### config.mk
export PLATFORM = sky130hd
export DESIGN_NAME = crc_par_engine
export DESIGN_NICKNAME = d
export VERILOG_FILES = /design/src/rtl/crc_par_pkg.sv /design/src/rtl/crc_par_ctrl.sv /design/src/rtl/crc_div_step.sv /design/src/rtl/crc_div_unroll.sv /design/src/rtl/crc_par_engine.sv
export SDC_FILE = /design/constraint.sdc
export NUM_CORES = 1
export LEC_CHECK = 0
export BUFFER_PORTS_ARGS = -buffer_cell sky130_fd_sc_hd__buf_2
export CAP_MARGIN = 20
export CORE_ASPECT_RATIO = 0.5
export CORE_MARGIN = 4
export CORE_UTILIZATION = 40
export CTS_CLUSTER_SIZE = 12
export DETAILED_ROUTE_END_ITERATION = 8
export HOLD_SLACK_MARGIN = 0.12
export PLACE_DENSITY_LB_ADDON = 0.1
export SKIP_CTS_REPAIR_TIMING = 1
export SYNTH_ARGS = -nofsm -noshare
export SYNTH_HDL_FRONTEND = slang
export SYNTH_SLANG_ARGS = --single-unit
### constraint.sdc
create_clock -name clk -period 1.7 [get_ports clk]
set_input_delay 0.17 -clock clk [delete_from_list [all_inputs] [get_ports clk]]
set_output_delay 0.17 -clock clk [all_outputs]
set_load 0.005 [all_outputs]
### src/rtl/crc_par_pkg.sv
package crc_par_pkg;

  // Next-state selection for the remainder register.
  typedef enum logic [1:0] {
    UPD_HOLD  = 2'd0,
    UPD_INIT  = 2'd1,
    UPD_SHIFT = 2'd2
  } crc_upd_e;

endpackage

### src/rtl/crc_par_ctrl.sv
module crc_par_ctrl
  import crc_par_pkg::*;
(
  input  logic     rst,
  input  logic     load,
  input  logic     in_valid,
  output logic     in_ready,
  output crc_upd_e upd
);

  // Preset (reset or load) wins over data; data moves only when offered.
  always_comb begin
    in_ready = 1'b1;
    upd      = UPD_HOLD;
    if (rst || load) begin
      in_ready = 1'b0;
      upd      = UPD_INIT;
    end else if (in_valid) begin
      upd      = UPD_SHIFT;
    end
  end

endmodule

### src/rtl/crc_div_step.sv
module crc_div_step #(
  parameter int unsigned     DEG  = 32,
  parameter logic [DEG-1:0]  POLY = '1
) (
  input  logic [DEG-1:0] rem_in,
  input  logic           bit_in,
  output logic [DEG-1:0] rem_out
);

  // One modulo-2 division step: append the data bit, then cancel the
  // bit leaving the top with the generator (implicit leading one).
  logic [DEG:0] widened;

  assign widened = {rem_in, bit_in};
  assign rem_out = widened[DEG-1:0] ^ (widened[DEG] ? POLY : '0);

endmodule

### src/rtl/crc_div_unroll.sv
module crc_div_unroll #(
  parameter int unsigned     DEG  = 32,
  parameter int unsigned     W    = 8,
  parameter logic [DEG-1:0]  POLY = '1
) (
  input  logic [DEG-1:0] rem_in,
  input  logic [W-1:0]   word,
  output logic [DEG-1:0] rem_out
);

  // Chain of W steps; stage i consumes word bit W-1-i (MSB first).
  for (genvar i = 0; i < W; i++) begin : g_step
    logic [DEG-1:0] src;
    logic [DEG-1:0] nxt;

    if (i == 0) begin : g_first
      assign src = rem_in;
    end else begin : g_next
      assign src = g_step[i-1].nxt;
    end

    crc_div_step #(
      .DEG  (DEG),
      .POLY (POLY)
    ) u_step (
      .rem_in  (src),
      .bit_in  (word[W-1-i]),
      .rem_out (nxt)
    );
  end

  assign rem_out = g_step[W-1].nxt;

endmodule

### src/rtl/crc_par_engine.sv
module crc_par_engine
  import crc_par_pkg::*;
#(
  parameter int unsigned     DEG  = 32,
  parameter int unsigned     W    = 8,
  parameter logic [DEG-1:0]  POLY = 32'h04C1_1DB7,
  parameter logic [DEG-1:0]  INIT = '1
) (
  input  logic           clk,
  input  logic           rst,
  input  logic           load,
  input  logic           in_valid,
  output logic           in_ready,
  input  logic [W-1:0]   in_data,
  output logic [DEG-1:0] rem_out
);

  crc_upd_e       upd;
  logic [DEG-1:0] rem_q;
  logic [DEG-1:0] rem_nxt;

  crc_par_ctrl u_ctrl (
    .rst      (rst),
    .load     (load),
    .in_valid (in_valid),
    .in_ready (in_ready),
    .upd      (upd)
  );

  crc_div_unroll #(
    .DEG  (DEG),
    .W    (W),
    .POLY (POLY)
  ) u_unroll (
    .rem_in  (rem_q),
    .word    (in_data),
    .rem_out (rem_nxt)
  );

  always_ff @(posedge clk) begin
    case (upd)
      UPD_INIT:  rem_q <= INIT;
      UPD_SHIFT: rem_q <= rem_nxt;
      default:   rem_q <= rem_q;
    endcase
  end

  assign rem_out = rem_q;

  // ---------------------------------------------------------------
  // Assertions
  // ---------------------------------------------------------------
  logic rst_d_q;
  always_ff @(posedge clk) rst_d_q <= rst;

  always_ff @(posedge clk) begin
    if (rst_d_q) begin
      assert_init_after_reset_R1: assert (rem_q == INIT)
        else $error("remainder not at start value after reset");
    end
  end

  assert_load_presets_R2: assert property (@(posedge clk) disable iff (rst)
    load |=> (rem_q == INIT))
    else $error("load did not preset remainder");

  assert_idle_holds_R3: assert property (@(posedge clk) disable iff (rst)
    (!load && !in_valid) |=> $stable(rem_q))
    else $error("remainder moved without an accepted word");

  assert_zero_stays_zero_R4: assert property (@(posedge clk) disable iff (rst)
    (in_valid && in_ready && (rem_q == '0) && (in_data == '0)) |=> (rem_q == '0))
    else $error("zero word on zero remainder gave nonzero");

  assert_refused_word_dropped_R5: assert property (@(posedge clk) disable iff (rst)
    !in_ready |=> (rem_q == INIT))
    else $error("word taken while not ready");

endmodule

Word level (Yosys, flattened, before mapping)
Cells that the tools add are included.
{"block": "word_totals", "regBits": 32, "inputBits": 12, "output_inout_bits": 33, "wordCells": 25}
{"block": "op_classes", "eq_ne": 2, "muxes": 12, "n_bitwise": 8, "n_reduce_logical": 2}
{"cell": "$xor 32x32->32", "count": 8}
{"cell": "$mux 27", "count": 8}
{"cell": "$pmux 32 s2", "count": 1}
{"cell": "$mux 2", "count": 2}
{"cell": "$eq 2x1->1 const B", "count": 1}
{"cell": "$eq 2x2->1 const B", "count": 1}
{"cell": "$reduce_bool 2->1", "count": 1}
{"cell": "$logic_or 1x1->1", "count": 1}
{"cell": "$mux 1", "count": 1}

Depth between registers and ports, before layout
{"block": "depth", "depth_word": 17, "ltp_mapped": 5, "ltp_nobuf": 4}

Hierarchy
From an unflattened synthesis, not the netlist that was laid out.
{"block": "hier_totals", "hier_cells": 345, "area_unflattened_um2": 3527.1}
{"module": "crc_div_step", "instances": 8, "cells_per_inst": 34, "area_per_inst_um2": 289.0, "seq_area_each_um2": 0.0}
{"module": "crc_par_engine", "instances": 1, "cells_per_inst": 70, "area_per_inst_um2": 1197.4, "seq_area_each_um2": 960.9}
{"module": "crc_par_ctrl", "instances": 1, "cells_per_inst": 3, "area_per_inst_um2": 17.5, "seq_area_each_um2": 0.0}

Least setup slack after synthesis
Ideal clock, no wire load.
{"block": "synth_timing", "path_kind": "register to register", "start": "register rem_q[31], in the netlist rem_out[31]", "end": "register rem_q[3], in the netlist rem_out[3], data pin", "setup_ns": 0.268, "arrival_time_ns": 1.324, "required_time_ns": 1.432, "setup_slack_ns": 0.109, "stages_incl_launch_ff": 6, "path_buffers": 1, "period_less_slack_ns": 1.591, "path_cell_list": "edfxtp_1 buf_2 xnor2_1 xnor2_1 xnor2_1 nand2_1"}
{"block": "synth_between", "elab_chain_cells": 11}
{"element": "start, declared", "line_no": "crc_par_engine.sv:19", "rtl": "logic [DEG-1:0] rem_q;"}
{"element": "start signal, assigned", "line_no": "crc_par_engine.sv:43", "rtl": "UPD_SHIFT: rem_q <= rem_nxt;"}
{"element": "start signal, assigned", "line_no": "crc_par_engine.sv:44", "rtl": "default: rem_q <= rem_q;"}
{"element": "$mux 27", "line_no": "crc_div_step.sv:15", "rtl": "assign rem_out = widened[DEG-1:0] ^ (widened[DEG] ? POLY : '0);"}
{"element": "$xor 32x32->32 (6 in series)", "line_no": "crc_div_step.sv:15"}
{"element": "$mux 27", "line_no": "crc_div_step.sv:15"}
{"element": "$xor 32x32->32 (2 in series)", "line_no": "crc_div_step.sv:15"}
{"element": "$pmux 32 s2", "line_no": "crc_par_engine.sv:41", "rtl": "case (upd)"}
Every way passes these cells.
A chain may end at the register's enable or synchronous reset.

Worst setup path in the final report
{"block": "layout_timing", "start": "register rem_q[28], in the netlist rem_out[28]", "end": "register rem_q[6], in the netlist rem_out[6], data pin"}
{"block": "layout_between", "elab_chain_cells": 10}
{"element": "$xor 32x32->32 (3 in series)", "line_no": "crc_div_step.sv:15"}
{"element": "$mux 27", "line_no": "crc_div_step.sv:15"}
{"element": "$xor 32x32->32 (5 in series)", "line_no": "crc_div_step.sv:15"}
{"element": "$pmux 32 s2", "line_no": "crc_par_engine.sv:41"}
Every way passes these cells.

==> results.py <==
metrics = {
    "critical_path": {
        "cp.arrival_ns": 1.65,
        "cp-end-kind": "flip-flop",
        "cp.required_ns": 1.72,
        "critPathLaunchType": "flip-flop",
        "critPathKind": "flip-flop to flip-flop",
        "path_max_fanout": 4,
    },
    "floorplanning": {
        "pin_count": 45,
        "initial_core_util_pct": 43.8,
        "die_area_sq_um": 5720,
        "fp-row-count": 16,
        "coreArea_sq_um": 4120,
        "die_y_um": 55.5,
        "chipWidth_um": 103,
    },
    "final_layout": {
        "syn_to_final_growth_pct": 31.2,
        "layout_common_cells": "xnor2_1 (47), buf_2 (44), nand2_1 (32), edfxtp_1 (32), buf_4 (22)",
        "nets": 221,
        "drive_above_1_share_pct": 39.0,
        "post-route-util_pct": 57.5,
        "fin_cells": 264,
        "largest_register_ffs": 32,
        "layout_commonest_cell": "xnor2_1",
        "finalInstanceArea_sq_um": 2370,
        "diodes": 0,
    },
    "clock_tree": {
        "cts_made_buffers": 5,
        "cts_max_path_buffers": 2,
        "cts.sinks": 32,
        "clk_pin_slew_ns": 0.07,
        "cts_tree": "yes",
        "cts_max_level": 2,
        "worstSkewPairLatency_ns": 0.28,
        "cts-root-buf": "clkbuf_8",
    },
    "sta": {
        "hold_viol": 0,
        "slew_violations": 0,
        "skew_ns": 0.00901,
        "timing.hold.ws_ns": 0.194,
        "fmax_mhz": 612,
        "fin_crit_ns": 1.63,
        "finalCritPeriodShare_pct": 96.1,
        "relSlewSlack_pct": 71.7,
        "max_slew.worst_pin.slew_ns": 0.424,
        "setup_viol": 0,
    },
    "pwr": {
        "vdd_drop_max_uv": 441,
        "power_density_nw_per_um2": 865,
        "fin_total_pwr_uw": 2050,
        "leakage_uw": 0.000786,
    },
    "route": {
        "drt_wl_total_um": 3870,
        "ant_nets": 0,
        "drt_iter0_markers": 45,
        "routed_via_density": 4.42,
        "drc": 0,
        "wl_met1_um": 2090,
        "dr_total_vias": 1168,
        "drtPass1Iterations": 4,
        "met2WireLength_um": 1530,
        "dr_wl_met3_um": 240,
        "wl_per_cell_um": 14.7,
        "top_layer_used": "met4",
    },
    "synthesis": {
        "ys_ff_latch": 32,
        "synth_area_sq_um": 1810,
        "synth_top_area_share_pct": 53.2,
        "ys_seq_area_share_pct": 53.2,
        "synth_cell_types": 12,
        "ys_top_cells_by_area": "edfxtp_1 (53%), xnor2_1 (24%), nand2_1 (6.6%)",
        "ys_warn_count": 0,
        "synth_cells": 145,
        "synth_top_cell_by_area": "edfxtp_1",
        "avgSynthCellArea_sq_um": 12.5,
        "synth.net_count": 157,
    },
    "place": {
        "gp_congestion": 0.743,
        "dp.cells": 253,
        "hpwl_um": 2890,
        "placed_area_sq_um": 2200,
        "port_buffers": 44,
    },
    "flow_run": {
        "cap_viol_max_count": 0,
    },
    "global_route": {
        "grt_usage_pct": 14.1,
        "grt-ovfl-total": 0,
        "grt_start_max_net_pins": 33,
        "antenna_found_initial": 0,
        "grt_pass1_vias": 1200,
        "grt_first_pass_wirelength_um": 6070,
    },
    "outcome": {
        "outcome": "complete, no violations",
    },
    "min_path": {
        "holdCritPathClass": "input port to flip-flop",
    },
}
kinds of logic after synthesis:
group                     synth area share [%]
xor gates and xnor gates                  37.0
DFF                                       53.2
buffers and inverters                     2.29
and+or+nand+nor                           7.55
stage by stage:
stage          TNS (ns)  setup slack [ns]
2_1_floorplan         0             0.109
3_3_place_gp          0           0.00918
3_5_place_dp    -0.0179          -0.00916
4_1_cts         -0.0366           -0.0161
5_1_grt         -0.0277           -0.0139
6_report              0            0.0657
metal layers:
layer  vias up  GRT usage, %
met2        32          18.4
li1        588             -
met1       546          22.3
met3         2          5.03
met4         0          2.21
met5         -             0
worst max-delay path: stages (launching register included):
cell	delay [ns]
edfxtp_1	0.49
xnor2_2	0.18
buf_4	0.16
xnor2_2	0.30
xnor2_1	0.17
nand2_1	0.06
worst paths after layout:
check	startpoint	endpoint	slack, ns	cells after the start
setup / recovery	rem_out[28]$_SDFFCE_PP1P_	rem_out[6]$_SDFFCE_PP1P_	0.07	5
hold / removal	in_data[3]	rem_out[3]$_SDFFCE_PP1P_	0.19	3
setup reg to reg	rem_out[28]$_SDFFCE_PP1P_	rem_out[6]$_SDFFCE_PP1P_	0.07	5
hold reg to reg	rem_out[12]$_SDFFCE_PP1P_	rem_out[20]$_SDFFCE_PP1P_	0.59	2
synth_stat cells:
cell type / instances
and2_1: 1
buf_2: 6
edfxtp_1: 32
nor2_1: 1
nand2_1: 32
or3_1: 1
xor2_2: 3
clkbuf_1: 3
xnor2_2: 3
xor2_1: 12
xnor2_1: 50
xor2_4: 1
power by group:
part,leakage [uW],total (uW),internal [uW],switching [uW]
clock network,0.0000532,718,427,291
registers,0.000260,932,904,27.4
logic,0.000473,399,212,187
total,0.000786,2050,1540,506
final cells by class:
| cell class | count | area, sq um |
|---|---|---|
| multi-input combinational | 104 | 850 |
| timing repair buffer | 66 | 385 |
| fill | 363 | 1750 |
| tap | 54 | 67.6 |
| clock buffer | 5 | 68.8 |
| sequential | 32 | 961 |
| clock inverter | 3 | 37.5 |
(Power assumes the default switching activity.)
